## src/rtl/shuffle_pkg.sv

```systemverilog
package shuffle_pkg;
  typedef enum logic [1:0] {
    SHF_SINGLE   = 2'd0,
    SHF_PAIR     = 2'd1,
    SHF_WIDE_IMM = 2'd2,
    SHF_WIDE_VAR = 2'd3
  } shf_mode_e;
endpackage

```

## src/rtl/lane_permute.sv

```systemverilog
// One 128-bit lane: lower destination half picks from lo_src, upper half from hi_src.
module lane_permute #(
  parameter int ELEM_W     = 32,
  parameter int LANE_ELEMS = 4,
  localparam int SEL_W     = $clog2(LANE_ELEMS),
  localparam int LANE_W    = ELEM_W * LANE_ELEMS
) (
  input  logic [LANE_W-1:0]           lo_src,
  input  logic [LANE_W-1:0]           hi_src,
  input  logic [LANE_ELEMS*SEL_W-1:0] sels,
  output logic [LANE_W-1:0]           dst
);
  for (genvar e = 0; e < LANE_ELEMS; e++) begin : g_elem
    logic [LANE_W-1:0] src;
    logic [ELEM_W-1:0] pick;
    if (e < LANE_ELEMS / 2) begin : g_lo
      assign src = lo_src;
    end else begin : g_hi
      assign src = hi_src;
    end
    always_comb begin
      pick = '0;
      for (int k = 0; k < LANE_ELEMS; k++)
        if (sels[e*SEL_W +: SEL_W] == SEL_W'(k))
          pick = src[k*ELEM_W +: ELEM_W];
    end
    assign dst[e*ELEM_W +: ELEM_W] = pick;
  end
endmodule

```

## src/rtl/sel_gen.sv

```systemverilog
// Produces per-lane selector fields from the immediate or from the control vector.
module sel_gen #(
  parameter int ELEM_W     = 32,
  parameter int LANE_ELEMS = 4,
  parameter int NUM_LANES  = 2,
  localparam int SEL_W     = $clog2(LANE_ELEMS),
  localparam int IMM_W     = LANE_ELEMS * SEL_W,
  localparam int VEC_W     = ELEM_W * LANE_ELEMS * NUM_LANES
) (
  input  logic                       use_ctrl,
  input  logic [IMM_W-1:0]           imm,
  input  logic [VEC_W-1:0]           ctrl,
  output logic [NUM_LANES*IMM_W-1:0] lane_sels
);
  for (genvar l = 0; l < NUM_LANES; l++) begin : g_lane
    for (genvar e = 0; e < LANE_ELEMS; e++) begin : g_elem
      localparam int J = l * LANE_ELEMS + e;
      assign lane_sels[J*SEL_W +: SEL_W] =
        use_ctrl ? ctrl[J*ELEM_W +: SEL_W] : imm[e*SEL_W +: SEL_W];
    end
  end
endmodule

```

## src/rtl/lane_shuffle_unit.sv

```systemverilog
module lane_shuffle_unit
  import shuffle_pkg::*;
#(
  parameter int ELEM_W     = 32,
  parameter int LANE_ELEMS = 4,
  parameter int NUM_LANES  = 2,
  localparam int SEL_W     = $clog2(LANE_ELEMS),
  localparam int IMM_W     = LANE_ELEMS * SEL_W,
  localparam int LANE_W    = ELEM_W * LANE_ELEMS,
  localparam int VEC_W     = LANE_W * NUM_LANES
) (
  input  logic             clk,
  input  logic             rst,
  input  logic             in_valid,
  input  logic [1:0]       mode,
  input  logic [IMM_W-1:0] imm,
  input  logic [VEC_W-1:0] src_a,
  input  logic [VEC_W-1:0] src_b,
  input  logic [VEC_W-1:0] ctrl,
  output logic             out_valid,
  output logic [VEC_W-1:0] result
);
  shf_mode_e mode_e;
  logic      narrow;
  logic [NUM_LANES*IMM_W-1:0] lane_sels;
  logic [VEC_W-1:0]           next_res;

  assign mode_e = shf_mode_e'(mode);
  assign narrow = (mode_e == SHF_SINGLE) || (mode_e == SHF_PAIR);

  sel_gen #(.ELEM_W(ELEM_W), .LANE_ELEMS(LANE_ELEMS), .NUM_LANES(NUM_LANES)) i_sel (
    .use_ctrl (mode_e == SHF_WIDE_VAR),
    .imm      (imm),
    .ctrl     (ctrl),
    .lane_sels(lane_sels)
  );

  for (genvar l = 0; l < NUM_LANES; l++) begin : g_lane
    logic [LANE_W-1:0] hi_src;
    logic [LANE_W-1:0] dst;
    if (l == 0) begin : g_first
      assign hi_src = (mode_e == SHF_PAIR) ? src_b[LANE_W-1:0] : src_a[LANE_W-1:0];
      assign next_res[LANE_W-1:0] = dst;
    end else begin : g_upper
      assign hi_src = src_a[l*LANE_W +: LANE_W];
      assign next_res[l*LANE_W +: LANE_W] = narrow ? '0 : dst;
    end
    lane_permute #(.ELEM_W(ELEM_W), .LANE_ELEMS(LANE_ELEMS)) i_perm (
      .lo_src(src_a[l*LANE_W +: LANE_W]),
      .hi_src(hi_src),
      .sels  (lane_sels[l*IMM_W +: IMM_W]),
      .dst   (dst)
    );
  end

  always_ff @(posedge clk) begin
    if (rst) begin
      out_valid <= 1'b0;
      result    <= '0;
    end else begin
      out_valid <= in_valid;
      if (in_valid) result <= next_res;
    end
  end

  // Valid timing
  assert_valid_rise_R7: assert property (@(posedge clk) disable iff (rst)
    in_valid |=> out_valid);
  assert_valid_fall_R7: assert property (@(posedge clk) disable iff (rst)
    !in_valid |=> !out_valid);
  assert_hold_R7: assert property (@(posedge clk) disable iff (rst)
    !in_valid |=> $stable(result));
  // Narrow modes leave the upper lanes zero
  assert_upper_zero_R4: assert property (@(posedge clk) disable iff (rst)
    (in_valid && (mode == 2'd0 || mode == 2'd1)) |=> (result[VEC_W-1:LANE_W] == '0));
  // Identity immediate
  assert_identity_R2: assert property (@(posedge clk) disable iff (rst)
    (in_valid && mode == 2'd0 && imm == 8'hE4) |=> (result[LANE_W-1:0] == $past(src_a[LANE_W-1:0])));
  // Broadcast immediate
  assert_broadcast_R2: assert property (@(posedge clk) disable iff (rst)
    (in_valid && mode == 2'd0 && imm == 8'h00) |=>
      (result[ELEM_W-1:0] == $past(src_a[ELEM_W-1:0]) &&
       result[LANE_W-1:LANE_W-ELEM_W] == $past(src_a[ELEM_W-1:0])));
endmodule

```

## config.mk

```make
export PLATFORM = sky130hd
export DESIGN_NAME = lane_shuffle_unit
export DESIGN_NICKNAME = d
export VERILOG_FILES = /design/src/rtl/shuffle_pkg.sv /design/src/rtl/lane_permute.sv /design/src/rtl/sel_gen.sv /design/src/rtl/lane_shuffle_unit.sv
export SDC_FILE = /design/constraint.sdc
export NUM_CORES = 1
export LEC_CHECK = 0
export BUFFER_PORTS_ARGS = -buffer_cell sky130_fd_sc_hd__buf_2
export CAP_MARGIN = 20
export CORE_AREA = 2 2 404 406
export CTS_BUF_LIST = sky130_fd_sc_hd__clkbuf_16
export DETAILED_ROUTE_END_ITERATION = 8
export DIE_AREA = 0 0 406 408
export PLACE_DENSITY = 0.35
export SYNTH_ARGS = -nofsm -noshare
export SYNTH_HDL_FRONTEND = slang
export SYNTH_SLANG_ARGS = --single-unit
```

## constraint.sdc

```tcl
create_clock -name clk -period 4.3 [get_ports clk]
set_input_delay 0.645 -clock clk [delete_from_list [all_inputs] [get_ports clk]]
set_output_delay 0.645 -clock clk [all_outputs]
set_load 0.03 [all_outputs]
```

; Word level (Yosys, flattened, before mapping)
; Cells that the tools add are included.
[word_totals]
latchBits = 0
in_bits = 781
output_inout_bits = 257
romBits = 0
mem_count = 0
wordCells = 80
ramBits = 0
reg_bits = 257
[op_classes]
magnitude_cmp = 0
div = 0
n_mul = 0
n_bitwise = 0
muxes = 42
eq_ne = 26
n_addsub = 0
shift = 0
n_reduce_logical = 10
[ops]
columns = cell, count
row1 = $mux 32, 32
row2 = $mux 128, 2
row3 = $eq 2x2->1 const B, 17
row4 = $eq 2x1->1 const B, 9
row5 = $logic_not 2->1, 9
row6 = $mux 2, 8
row7 = $logic_or 1x1->1, 1

; Logic depth before layout (Yosys ltp)
; Gate-level depths: netlist of the first run.
[logic_depth]
depth_word = 8
ltp_mapped = 9
mapped_depth_nobuf = 5

; Modules after synthesis
; A second synthesis of the first run with hierarchy kept.
[unflattened]
cells_unflattened = 1458
hier_area_um2 = 17744.5
[by_module_without_submodules]
columns = mod, cells_per_inst, area_per_inst_um2, instances
row1 = lane_shuffle_unit, 1128, 10979.3, 1
row2 = lane_permute, 156, 3258.1, 2
row3 = sel_gen, 18, 249.0, 1

; Least setup slack after synthesis of the first run
; No wires, ideal clock.
[synth_timing]
path_kind = input port to flip-flop
start = input port mode[1]
end = register result[106]
path_stages = 7
arrival_time_ps = 1992
path_slack_ps = 2191
n_path_buf = 3
path_cell_list = buf_6 and2_4 buf_6 buf_6 and3_1 or4_1 a22o_1
[synth_via]
elab_chain_cells = 7
elab_cells_between_ends = 12
cone_classes = eq/ne: 5 / mux: 6 / reduce/logical: 1
[synth_rtl]
columns = item, line
row1 = start: declaration, lane_shuffle_unit.sv:15  ; input logic [1:0] mode,
row2 = $eq 2x2->1, lane_shuffle_unit.sv:32  ; .use_ctrl (mode_e == SHF_WIDE_VAR),
row3 = $mux 2, sel_gen.sv:19  ; use_ctrl ? ctrl[J*ELEM_W +: SEL_W] : imm[e*SEL_W +: SEL_W];
row4 = $logic_not 2->1, lane_permute.sv:24  ; if (sels[e*SEL_W +: SEL_W] == SEL_W'(k))
row5 = $mux 32 (3 in series), lane_permute.sv:24
row6 = $mux 32 *, lane_permute.sv:24
row7 = end signal: assignment, lane_shuffle_unit.sv:62  ; if (in_valid) result <= next_res;
row8 = end: declaration, lane_shuffle_unit.sv:21  ; output logic [VEC_W-1:0] result
; Every way passes the cells marked *; elsewhere a longest branch is shown, timed or not.
; A chain may end at the register's enable or synchronous reset.

; Final worst setup path of the first run
[layout_timing]
start = input port mode[1]
end = register result[121]
; The elaborated chain is that of the path after synthesis.

==> flow_summary.yaml, run 1 <==
outcome:
  status: "completed"
timing:
  report.final.slew_viol_count: 0
  hold_viol_final: 0
  relSlewSlack_pct: 27.2
  rsz0062_at_grt: "false"
  hold_ws_ns: 0.378
  finalCriticalPeriod_ns: 2.66
  finClkSkew_ns: 0
  fmax_ghz: 0.376
  worst_pin_slew_ns: 1.09
  finalSetupViolations: 0
  fin_setup_tns_ns: 0
  finalCritPeriodShare_pct: 61.8
die:
  initial_core_util_pct: 10.0
  dieHeight_um: 408
  io-pin-count: 1038
  die_area_sq_mm: 0.166
  die_w_um: 406
  core_area_sq_mm: 0.162
  row_count: 148
power_and_ir_drop:
  swShare_pct: 37.2
  clockPowerShare_pct: 41.0
  seq_power_share_pct: 31.3
  combPwrFrac_pct: 27.7
  p_sw_w: 0.00318
  total_power_w: 0.00854
  cellLeakagePower_nw: 10.5
  intPower_w: 0.00536
  ir_worst_vdd_uv: 225
  pwr_density_cell_mw_per_mm2: 360
worst_hold_path:
  hp-class: "input pin to flip-flop"
  holdPathStages: 3
yosys:
  ys_seq_area_share_pct: 31.7
  synth_top_area_share_pct: 31.7
  synth_cells: 1789
  synth.distinct_cells: 52
  synth_area_sq_mm: 0.0162
  syn_nets: 2570
  synth_area_leaders: "dfxtp_1, mux2i_1, o221ai_1, nand2_1, a21oi_1"
  yosysWarnings: 0
  synthArstFlopShare_pct: 0
  synth_seq_cells: 257
  syn_avg_cell_area_sq_um: 9.07
  synth_edf_count: 0
  yosys.area.top_type: "dfxtp_1"
  synth-main-ff-cell: "dfxtp_1"
worst_setup_path:
  setup.worst_path.start: "mode[1]"
  worst_r2r_startpoint: "result[85]"
  reg2reg_slack_ns: 3.45
  startpoint_type: "input pin"
  cp_num_buf_inv: 3
  cp_max_fo: 26
  worst_r2r_endpoint: "result[85]"
  worstSetupPathDepth: 8
  worst_path_largest_cell_delay_ns: 0.61
  crit_path_end_kind: "flip-flop"
  cp_top_family: "simple AND/OR/NAND/NOR gates"
  required_ns: 4.76
  crit_end: "result[121]"
  crit_type: "input pin to flip-flop"
  worstPathCellList: "buf_2, buf_4, nor2b_4, buf_12, mux2i_1, o22ai_1, o21ai_0, nand2_1"
  slowest_stage: "nor2b_4"
  r2r_cells: 2
  crit_arrival_ns: 3.12
placement:
  gp_congestion: 0.807
  port_buffers: 669
  placed_cells: 4539
  place_hpwl_um: 93400
cts:
  cts_inserted_buffers: 42
  postCtsSetupBuffers: 0
  clockRootBuffer: "clkbuf_16"
  cts_buffer_depth: 3
  h-tree-depth: 2
  clkSinkCount: 257
  post_cts_resized: 0
  cts.clk_slew.worst_paths_ns: 0.07
  cts_tree: "done"
  postCtsHoldBufs: 0
  worstSkewPairLatency_ns: 0.61
global_routing:
  grt_start_max_net_pins: 117
  grt_pass1_wl_um: 159000
  grt_usage_pct: 13.8
  antenna_found_initial: 52
  grt_pass1_vias: 18300
  overflow: 0
finish:
  nNetsFinal: 3189
  drive_gt1_share_pct: 34.3
  final_cells: 4647
  area_delta_synth_final_pct: 46.2
  utilization_pct: 14.7
  layout.cells.most_common_list: "buf_2, mux2i_1, dfxtp_1"
  final_common_cell: "buf_2"
detailed_routing:
  first_pass_iters: 6
  antenna_left: 0
  drtIter0Drc: 1260
  viasPerCell: 3.88
  wl_per_cell_um: 25.6
  vias: 18000
  wl_um: 119000
  drc: 0
run:
  cap_violations: 0
[stage by stage]
step	setup WS [ns]	cell area (sq um)
after global placement	0.924	22300
after global routing	1.50	23700
final	1.64	23700
after floorplan	2.19	16200
after CTS	1.55	23600
after detailed placement	0.897	22300
[worst min path at each step]
stage	from	to
CTS	src_a[7]	result[39]
global placement	result[108]	result[108]
floorplan	result[101]	result[101]
finish	src_a[7]	result[39]
global route	src_a[7]	result[39]
detailed placement	result[101]	result[101]
[sequential cells by signal, indices dropped and copies added (netlist names)]
register / count
result: 256
out_valid: 1
[cell usage after synthesis, drive strengths merged, types with 4 or more instances]
| master | count |
|---|---|
| a211o | 4 |
| a211oi | 14 |
| a21o | 6 |
| a21oi | 77 |
| a222oi | 4 |
| a22o | 19 |
| a22oi | 6 |
| a2bb2oi | 15 |
| a311oi | 6 |
| buf | 94 |
| clkbuf | 76 |
| dfxtp | 257 |
| inv | 8 |
| mux2i | 500 |
| nand2 | 245 |
| nand2b | 14 |
| nand3 | 20 |
| nor2 | 58 |
| nor3 | 27 |
| nor3b | 5 |
| o2111ai | 11 |
| o211ai | 5 |
| o21a | 5 |
| o21ai | 44 |
| o221ai | 194 |
| o22ai | 38 |
| o32ai | 4 |
[routing by layer]
| layer | up-vias | track usage, % | part of all wire [%] |
|---|---|---|---|
| met5 | - | 0 | 0.19 |
| met4 | 36 | 2.83 | 1.8 |
| met3 | 149 | 4.73 | 9.8 |
| met2 | 775 | 21.4 | 44 |
| met1 | 8861 | 18.3 | 45 |
| li1 | 8190 | - | - |
[worst register-to-register path: stages (launching register included)]
cell	delay [ns]
dfxtp_1	0.36
nor3b_1	0.16
a41o_1	0.23
[power groups by stage]
| stage | combinational, W | clock, W | sequential [W] |
|---|---|---|---|
| 6_report | 0.00237 | 0.00350 | 0.00267 |
| 2_1_floorplan | 0.000956 | 0 | 0.00304 |
| 5_1_grt | 0.00252 | 0.00371 | 0.00269 |
| 4_1_cts | 0.00240 | 0.00362 | 0.00267 |
| 3_5_place_dp | 0.00240 | 0 | 0.00272 |
| 3_3_place_gp | 0.00240 | 0 | 0.00272 |
[kinds of logic after synthesis]
kind of cell    synth area share (%)
buf+inv                         5.82
simple gates                    10.1
flops                           31.7
mux                             31.0
compound gates                  21.3
[final cells by class]
type	count	area (sq um)
Antenna cell	30	75.1
Clock buffer	43	1080
Clock inverter	35	269
Fill cell	18600	138000
Inverter	8	30.0
Multi-Input combinational cell	1354	10300
Sequential cell	257	5140
Tap cell	2175	2720
Timing Repair Buffer	745	4100
Note: power is estimated with default switching activity, not from simulation.
==> run 2, diff against run 1 <==
ABC_AREA = 1   (was not set)
PLACE_DENSITY = 0.37   (was 0.35)
clock period = 2.5 ns   (was 4.3 ns; I/O delays follow)
==> run 2 against run 1 <==
  * Setup slack lost 0.98 ns
  * Critical path depth up 4
  * Wire length grew 27%
  * Highest routed layer unchanged
  * Largest power group unchanged
  * Total power increased by 83%
  * Area after synthesis rose by 17%
  * Register-to-register slack worse by 1.6 ns
==> flow_summary.yaml, run 2 <==
outcome:
  status: "completed"
yosys:
  synth_area_sq_mm: 0.0190
  muxShareOfSynthArea_pct: 0
  yosys-top-cells-count: "nand2_1, nand3_1, inv_1, o21ai_0, dfxtp_1"
  yosysWarnings: 0
  synth.distinct_cells: 29
  synth_area_leaders: "nand2_1, dfxtp_1, nand3_1, o21ai_0, inv_1"
  synth-xor-area-share_pct: 0
  syn_avg_cell_area_sq_um: 5.34
  synth_top_area_share_pct: 34.0
  synth_top_family_by_area: "simple AND/OR/NAND/NOR gates"
  yosys.area.top_type: "nand2_1"
  synth_cells: 3547
  ys_seq_area_share_pct: 27.1
  synth_fa_ha_area_share_pct: 0
  synth-main-ff-cell: "dfxtp_1"
  synth_edf_count: 0
  synth_seq_cells: 257
  synth_most_common_cell: "nand2_1"
  synthArstFlopShare_pct: 0
  synth_simple_gate_area_share_pct: 50.3
  syn_nets: 4328
  synth_compound_area_share_pct: 10.1
worst_setup_path:
  required_ns: 2.97
  cp_max_fo: 68
  crit_type: "input pin to flip-flop"
  worst_path_largest_cell_delay_ns: 0.29
  r2r_cells: 2
  worstPathCellList: "buf_2, buf_4, inv_1, nand2_4, inv_2, buf_12, nand2_1, nand2_1, nand2_1, nand3_1, nor2_1, nor2_1"
  worstSetupPathDepth: 12
  cp_top_family: "simple AND/OR/NAND/NOR gates"
  crit_path_end_kind: "flip-flop"
  slowest_stage: "nor2_1"
  crit_top_cell: "nand2_1"
  crit_arrival_ns: 2.31
  startpoint_type: "input pin"
  cp_num_buf_inv: 5
finish:
  final_cells: 6406
  fin_area_sq_mm: 0.0268
  area_delta_synth_final_pct: 41.4
  final-seq-area_sq_mm: 0.00514
  final_common_cell: "nand2_1"
  multi_input_area_sq_mm: 0.0115
  nNetsFinal: 4940
  regMostFlops: "result"
  fillerInstances: 19100
  layout.cells.most_common_list: "nand2_1, buf_2, nand3_1"
  drive_gt1_share_pct: 22.0
  largest_reg_flops: 256
  largestRegisters: "result (256), out_valid (1)"
cts:
  postCtsHoldBufs: 0
  cts_inserted_buffers: 39
  cts.clk_slew.worst_paths_ns: 0.06
  cts_tree: "done"
  cts_buffer_depth: 3
  clockRootBuffer: "clkbuf_16"
  postCtsSetupBuffers: 0
  post_cts_resized: 0
  h-tree-depth: 2
  clkSinkCount: 257
  worstSkewPairLatency_ns: 0.59
die:
  dieHeight_um: 408
  row_count: 148
  die_w_um: 406
  core_area_sq_mm: 0.162
  initial_core_util_pct: 11.7
  io-pin-count: 1038
  die_area_sq_mm: 0.166
timing:
  finalCritPeriodShare_pct: 73.5
  fin_setup_tns_ns: 0
  report.final.slew_viol_count: 0
  finalCriticalPeriod_ns: 1.84
  finClkSkew_ns: 0
  hold_viol_final: 0
  fmax_ghz: 0.544
  finalSetupViolations: 0
  worst_pin_slew_ns: 0.846
  rsz0062_at_grt: "false"
  hold_ws_ns: 0.117
  relSlewSlack_pct: 43.4
detailed_routing:
  vias: 25600
  first_pass_iters: 8
  drtIter0Drc: 2275
  antenna_left: 0
  wl_per_cell_um: 23.6
  wl_um: 151000
  viasPerCell: 3.99
  drc: 0
global_routing:
  antenna_found_initial: 140
  grt_start_max_net_pins: 88
  grt_pass1_vias: 24000
  grt_usage_pct: 17.6
  overflow: 0
  grt_pass1_wl_um: 202000
power_and_ir_drop:
  ir_worst_vdd_uv: 378
  combPwrFrac_pct: 32.2
  clockPowerShare_pct: 38.6
  intPower_w: 0.00944
  seq_power_share_pct: 29.2
  pwr_density_cell_mw_per_mm2: 584
  swShare_pct: 39.6
  p_sw_w: 0.00620
  cellLeakagePower_nw: 15.1
placement:
  place_hpwl_um: 125000
  placed_area_sq_mm: 0.0254
  port_buffers: 669
  gp_congestion: 0.903
  placed_cells: 6293
worst_hold_path:
  hp-class: "input pin to flip-flop"
  holdPathStages: 5
run:
  cap_violations: 0
[run 2: cell types whose count changed after synthesis, moves of 194 or more]
cell and delta:
inv_1 +324, mux2i_1 -500, nand2_1 +1474, nand3_1 +383, o21ai_0 +290, o221ai_1 -194
[run 2: tightest hold or removal path, stage by stage]
cell,delay (ns)
buf_2,0.10
o21ai_1,0.06
inv_1,0.05
nand2_1,0.04
nand2_1,0.05
[run 2: final timing paths]
path / startpoint / end / slack (ns)
worst max-delay path: mode[1] / result[111] / 0.66
worst min-delay path: src_a[102] / result[38] / 0.12
worst max register to register: result[126] / result[126] / 1.84
worst min register to register: result[110] / result[110] / 0.44
[run 2: power groups by stage]
stage,clock [W],sequential (W),combinational (W)
after detailed placement,0,0.00466,0.00503
after global routing,0.00636,0.00460,0.00548
after CTS,0.00627,0.00457,0.00505
final,0.00604,0.00457,0.00504
after floorplan,0,0.00521,0.00204
after global placement,0,0.00465,0.00503
[run 2: cell families (layout without fill, tap and decap cells)]
group | count (synthesis) | in the layout
buf+inv | 573 | 1213
flops | 257 | 257
compound gates | 380 | 380
other cells | 0 | 44
simple gates | 2337 | 2337
[run 2: cell type report]
class,instances,share of cell area [%]
multi-input combinational,2717,43.0
sequential,257,19.2
timing repair buffer,795,17.4
tap,2175,10.2
inverter,349,4.90
clock buffer,40,3.73
clock inverter,29,1.25
antenna,44,0.411
[run 2: metal layers]
layer | vias up | wire (um) | global-route usage, %
li1 | 12300 | - | -
met5 | - | 328 | 0
met3 | 222 | 17800 | 7.36
met4 | 50 | 3830 | 4.81
met1 | 11800 | 75300 | 26.4
met2 | 1254 | 54100 | 22.1
[run 2: per-stage QoR]
step | utilization [%] | total power (W) | worst slack (ns)
floorplan | - | 0.00726 | 0.839
global placement | 15.7 | 0.00968 | 0.0635
detailed placement | 15.7 | 0.00969 | 0.0578
CTS | 16.5 | 0.0159 | 0.687
global route | 16.6 | 0.0164 | 0.550
finish | 16.6 | 0.0156 | 0.662
